<file path="src/rtl/dbg_trig_pkg.sv">
package dbg_trig_pkg;

    localparam int XLEN = 32;

    localparam logic [11:0] ADDR_INDEX = 12'h7A0;
    localparam logic [11:0] ADDR_CTRL  = 12'h7A1;
    localparam logic [11:0] ADDR_CMP   = 12'h7A2;
    localparam logic [11:0] ADDR_AUX   = 12'h7A3;

    localparam logic [3:0] TRIG_KIND   = 4'd2;

    typedef struct packed {
        logic       dbg_only;
        logic       sel_data;
        logic       timing;
        logic [5:0] action;
        logic       chain;
        logic [3:0] match;
        logic       pm;
        logic       ph;
        logic       ps;
        logic       pu;
        logic       exec;
        logic       st;
        logic       ld;
    } trig_ctrl_t;

    function automatic logic [XLEN-1:0] pack_ctrl(input trig_ctrl_t c);
        return {TRIG_KIND, c.dbg_only, 7'd0, c.sel_data, c.timing, c.action,
                c.chain, c.match, c.pm, c.ph, c.ps, c.pu, c.exec, c.st, c.ld};
    endfunction

    function automatic trig_ctrl_t unpack_ctrl(input logic [XLEN-1:0] w);
        trig_ctrl_t c;
        c.dbg_only = w[27];
        c.sel_data = w[19];
        c.timing   = w[18] & ~w[2];
        c.action   = w[17:12];
        c.chain    = w[11];
        c.match    = w[10:7];
        c.pm       = w[6];
        c.ph       = w[5];
        c.ps       = w[4];
        c.pu       = w[3];
        c.exec     = w[2];
        c.st       = w[1];
        c.ld       = w[0];
        return c;
    endfunction

endpackage

</file>
<file path="src/rtl/dbg_trig_slot.sv">
module dbg_trig_slot
    import dbg_trig_pkg::*;
(
    input  logic            clk,
    input  logic            rst,
    input  logic            ctrl_we_i,
    input  logic            cmp_we_i,
    input  logic [XLEN-1:0] wdata_i,
    output trig_ctrl_t      ctrl_o,
    output logic [XLEN-1:0] cmp_o
);

    typedef struct packed {
        trig_ctrl_t      ctrl;
        logic [XLEN-1:0] cmp;
    } slot_state_t;

    slot_state_t st_d, st_q;

    always_comb begin
        st_d = st_q;
        if (ctrl_we_i) st_d.ctrl = unpack_ctrl(wdata_i);
        if (cmp_we_i)  st_d.cmp  = wdata_i;
    end

    always_ff @(posedge clk) begin
        if (rst) st_q <= '0;
        else     st_q <= st_d;
    end

    assign ctrl_o = st_q.ctrl;
    assign cmp_o  = st_q.cmp;

endmodule

</file>
<file path="src/rtl/dbg_trig_summary.sv">
module dbg_trig_summary
    import dbg_trig_pkg::*;
#(
    parameter int N_TRIG = 4
)(
    input  trig_ctrl_t ctrl_i [N_TRIG],
    output logic       fetch_o,
    output logic       load_o,
    output logic       store_o
);

    always_comb begin
        fetch_o = 1'b0;
        load_o  = 1'b0;
        store_o = 1'b0;
        for (int k = 0; k < N_TRIG; k++) begin
            fetch_o = fetch_o | ctrl_i[k].exec;
            load_o  = load_o  | ctrl_i[k].ld;
            store_o = store_o | ctrl_i[k].st;
        end
    end

endmodule

</file>
<file path="src/rtl/dbg_trig_bank.sv">
module dbg_trig_bank
    import dbg_trig_pkg::*;
#(
    parameter int N_TRIG = 4
)(
    input  logic            clk,
    input  logic            rst,
    input  logic [11:0]     csr_addr_i,
    input  logic [31:0]     csr_wdata_i,
    input  logic            csr_we_i,
    output logic [31:0]     csr_rdata_o,
    input  logic            dbg_mode_i,
    output logic            chk_fetch_o,
    output logic            chk_load_o,
    output logic            chk_store_o,
    output logic            xlat_flush_o
);

    localparam int SEL_W = (N_TRIG > 1) ? $clog2(N_TRIG) : 1;

    typedef struct packed {
        logic [SEL_W-1:0] sel;
        logic             flush;
    } bank_state_t;

    bank_state_t st_d, st_q;

    trig_ctrl_t      ctrl_arr [N_TRIG];
    logic [XLEN-1:0] cmp_arr  [N_TRIG];

    logic             ctrl_take;
    logic             cmp_take;
    logic             locked;
    trig_ctrl_t       cur_ctrl;
    logic [XLEN-1:0]  cur_word;
    logic [SEL_W-1:0] sel_cur;

    assign sel_cur  = st_q.sel;
    assign cur_ctrl = ctrl_arr[st_q.sel];
    assign cur_word = pack_ctrl(cur_ctrl);

    always_comb begin
        locked    = cur_ctrl.dbg_only & ~dbg_mode_i;
        ctrl_take = csr_we_i && (csr_addr_i == ADDR_CTRL) && !locked;
        cmp_take  = csr_we_i && (csr_addr_i == ADDR_CMP)  && !locked;

        st_d       = st_q;
        st_d.flush = ctrl_take;
        if (csr_we_i && (csr_addr_i == ADDR_INDEX) && (csr_wdata_i < 32'(N_TRIG)))
            st_d.sel = csr_wdata_i[SEL_W-1:0];
    end

    always_ff @(posedge clk) begin
        if (rst) st_q <= '0;
        else     st_q <= st_d;
    end

    for (genvar k = 0; k < N_TRIG; k++) begin : g_slot
        logic slot_hit;
        assign slot_hit = (st_q.sel == SEL_W'(k));
        dbg_trig_slot u_slot (
            .clk       (clk),
            .rst       (rst),
            .ctrl_we_i (ctrl_take && slot_hit),
            .cmp_we_i  (cmp_take && slot_hit),
            .wdata_i   (csr_wdata_i),
            .ctrl_o    (ctrl_arr[k]),
            .cmp_o     (cmp_arr[k])
        );
    end

    dbg_trig_summary #(.N_TRIG(N_TRIG)) u_summary (
        .ctrl_i  (ctrl_arr),
        .fetch_o (chk_fetch_o),
        .load_o  (chk_load_o),
        .store_o (chk_store_o)
    );

    always_comb begin
        case (csr_addr_i)
            ADDR_INDEX: csr_rdata_o = 32'(st_q.sel);
            ADDR_CTRL:  csr_rdata_o = cur_word;
            ADDR_CMP:   csr_rdata_o = cmp_arr[st_q.sel];
            default:    csr_rdata_o = '0;
        endcase
    end

    assign xlat_flush_o = st_q.flush;

endmodule

</file>
<file path="config.mk">
export PLATFORM = sky130hd
export DESIGN_NAME = dbg_trig_bank
export DESIGN_NICKNAME = d
export VERILOG_FILES = /design/src/rtl/dbg_trig_pkg.sv /design/src/rtl/dbg_trig_slot.sv /design/src/rtl/dbg_trig_summary.sv /design/src/rtl/dbg_trig_bank.sv
export SDC_FILE = /design/constraint.sdc
export NUM_CORES = 1
export LEC_CHECK = 0
export BUFFER_PORTS_ARGS = -buffer_cell sky130_fd_sc_hd__buf_2
export CAP_MARGIN = 20
export CORE_MARGIN = 5
export CORE_UTILIZATION = 35
export DETAILED_ROUTE_END_ITERATION = 10
export PLACE_DENSITY = 0.48
export SLEW_MARGIN = 20
export SYNTH_ARGS = -nofsm -noshare
export SYNTH_HDL_FRONTEND = slang
export SYNTH_SLANG_ARGS = --single-unit
</file>
<file path="constraint.sdc">
create_clock -name clk -period 3.3 [get_ports clk]
set_clock_uncertainty 0.15 [all_clocks]
set_input_delay 0.165 -clock clk [delete_from_list [all_inputs] [get_ports clk]]
set_output_delay 0.165 -clock clk [all_outputs]
set_load 0.01 [all_outputs]
</file>
==> flow_summary.json <==
{
  "rows": 62,
  "post_cts_buffers": 0,
  "grt_pass1_wl_um": 42700,
  "dr.pass1.iters": 4,
  "post-route-min-period_ns": 3.03,
  "dp_worst_setup_slack_ns": 0.691,
  "cpMostUsedCell": "dlygate4sd3_1",
  "routabilityCongestion": 0.690,
  "ys_ff_latch": 215,
  "cp.required_ns": 3.52,
  "grt-ovfl-total": 0,
  "drc": 0,
  "yosys_warnings": 0,
  "crit_chain": "dlygate4sd3_1 > buf_2 > or4b_4 > dlygate4sd3_1 > nor4_4 > nand3_2 > buf_12 > mux2i_1",
  "setup_violations": 0,
  "drt_wl_total_um": 26800,
  "crit_start": "csr_addr_i[6]",
  "yosysUniqueCellTypes": 34,
  "worstMarginPinSlew_ns": 0.983,
  "relSlewSlack_pct": 34.5,
  "post-route-cell-area_mm2": 0.0121,
  "cap_violations": 0,
  "ff_latch_area_mm2": 0.00431,
  "wl_per_cell_um": 19.1,
  "layout_setup_ws_ns": 0.275,
  "critical_path_arrival_ns": 3.25,
  "cts_tree": "yes",
  "crit_type": "input port to flip-flop",
  "grt_start_max_net_pins": 133,
  "grt_pass1_vias": 7186,
  "cts_sinks": 215,
  "fillCellCount": 2789,
  "grt_usage_pct": 16.0,
  "r2r_end": "g_slot[1].u_slot.cmp_o[23]",
  "critPathMaxStageDelay_ns": 0.64,
  "hpwl_um": 16000,
  "crit_path_end": "g_slot[0].u_slot.ctrl_o[0]",
  "syn_inst": 937,
  "core_mm2": 0.0289,
  "syn_area_per_cell_um2": 11.0,
  "final_cells": 1402,
  "cp_slowest_cell": "dlygate4sd3_1",
  "fmax_mhz": 331,
  "clk_latency_ns": 0.50,
  "final_common_cell": "nand2b_1",
  "crit_path_end_kind": "flip-flop",
  "final_core_util_pct": 41.7,
  "power_density_mw_per_mm2": 457,
  "vias_per_cell": 4.90,
  "io_buffers": 83,
  "ff2ff_path_depth": 4,
  "total_power_mw": 5.52,
  "diodes": 0,
  "whs_ns": 0.0112,
  "cts_buffer_depth": 3,
  "antenna_left": 0,
  "reg2reg_slack_ns": 0.73,
  "die_area_mm2": 0.0330,
  "final_cell_mix": "248 x nand2b_1, 216 x mux2i_1, 213 x dfxtp_1",
  "drive_gt1_share_pct": 20.6,
  "syn_nets": 985,
  "status": "finished clean",
  "rsz0062_at_grt": "false",
  "hold_class": "input port to flip-flop",
  "placed_cells": 1340,
  "path_max_fanout": 13,
  "netlist_area_mm2": 0.0103,
  "crit_path_start_kind": "input port",
  "root_buffer": "clkbuf_16",
  "ir_worst_vdd_v": 0.000288,
  "reg2reg_from": "sel_cur[0]",
  "period_share_pct": 91.7,
  "start_util_pct": 35.7,
  "drt_iter0_markers": 377,
  "cts_inserted_buffers": 25,
  "area_delta_synth_final_pct": 17.0,
  "place_area_mm2": 0.0111,
  "nets": 1049,
  "maxSlewViolCount": 0,
  "timing_hold_violations_final": 0,
  "vias": 6873,
  "dieWidth_um": 182,
  "cellLeakagePower_nw": 5.36,
  "fin_setup_tns_ns": 0,
  "path_clk_slew_ns": 0.06,
  "die_h_um": 182,
  "ios": 84,
  "antenna_found_initial": 0,
  "yosysSeqAreaShare_pct": 41.7,
  "multi_input_area_mm2": 0.00545,
  "h-tree-depth": 1
}
[repair_timing]
item                      4_1_cts  5_1_grt
hold endpoints to repair       66        0
hold buffers                   18        0
resized for setup               0        0
[Yosys cell counts (all sizes together)]
library cell  count  area, um^2
nor2b            11        68.8
nor3              1        5.00
nand4             2        18.8
or2               2        12.5
o221ai            2        17.5
mux2              1        11.3
nand3b            2        15.0
nand2             3        11.3
mux4             52        1170
dfxtp           215        4300
buf              55         303
inv              42         158
clkbuf           33         124
mux2i           216        2160
and4              2        17.5
nand4b            4        35.0
o22a              1        8.76
nand3             5        35.0
nand2b          248        1550
nor4b             2        17.5
and4b             2        20.0
or4               3        22.5
nor2              4        15.0
o21ai             1        5.00
or4b              1        13.8
o22ai            19         119
nor4              8        80.1
[sequential cells by signal, indices dropped and copies added (netlist names)]
signal and count:
sel_cur 2, g_slot.u_slot.ctrl_o 84, g_slot.u_slot.cmp_o 128, xlat_flush_o 1
[per-layer routing]
| layer | routed length (um) | part of all wire, % | vias to the layer above | global-route usage, % |
|---|---|---|---|---|
| met5 | 0 | 0 | - | 0 |
| met4 | 389 | 1.4 | 0 | 3.12 |
| met3 | 1290 | 4.8 | 31 | 2.48 |
| met2 | 12200 | 45 | 132 | 25.5 |
| met1 | 13000 | 48 | 3355 | 23.3 |
| li1 | - | - | 3355 | - |
[final cells by class]
cell class | instances | share of cell area [%]
tap | 384 | 3.98
inverter | 42 | 1.31
clock inverter | 4 | 0.394
timing repair buffer | 125 | 7.17
multi-input combinational | 592 | 45.2
sequential | 215 | 35.7
clock buffer | 40 | 6.31
[critical path, delay by kind of cell]
kind	cells	cell delay (ns)
buffers and inverters	4	1.59
muxes	1	0.12
and+or+nand+nor	3	1.35
[worst min path at each step]
stage / start / cells after the start / endpoint
after global routing: csr_wdata_i[8] / 3 / g_slot[0].u_slot.cmp_o[8]
after detailed placement: g_slot[1].u_slot.cmp_o[24] / 2 / g_slot[1].u_slot.cmp_o[24]
after CTS: csr_wdata_i[8] / 3 / g_slot[0].u_slot.ctrl_o[8]
after floorplan: csr_wdata_i[2] / 2 / g_slot[0].u_slot.ctrl_o[18]
final: csr_wdata_i[8] / 3 / g_slot[2].u_slot.cmp_o[8]
after global placement: g_slot[1].u_slot.cmp_o[7] / 2 / g_slot[1].u_slot.cmp_o[7]
[logic make-up (layout without fill, tap and decap cells)]
group	Yosys count	after routing	synth area share, %
flip-flops	215	215	41.7
AND/OR/NAND/NOR	300	300	18.8
buffers and inverters	130	211	5.66
multiplexers	269	269	32.4
AO/OA/AOI/OAI	23	23	1.45
[power breakdown]
group          leakage, nW  switching (mW)  internal [mW]
Clock                0.396            1.08           1.65
Combinational         3.23           0.111         0.0965
Sequential            1.73       0.0000353           2.59
Power figures use the tool's default switching activity.
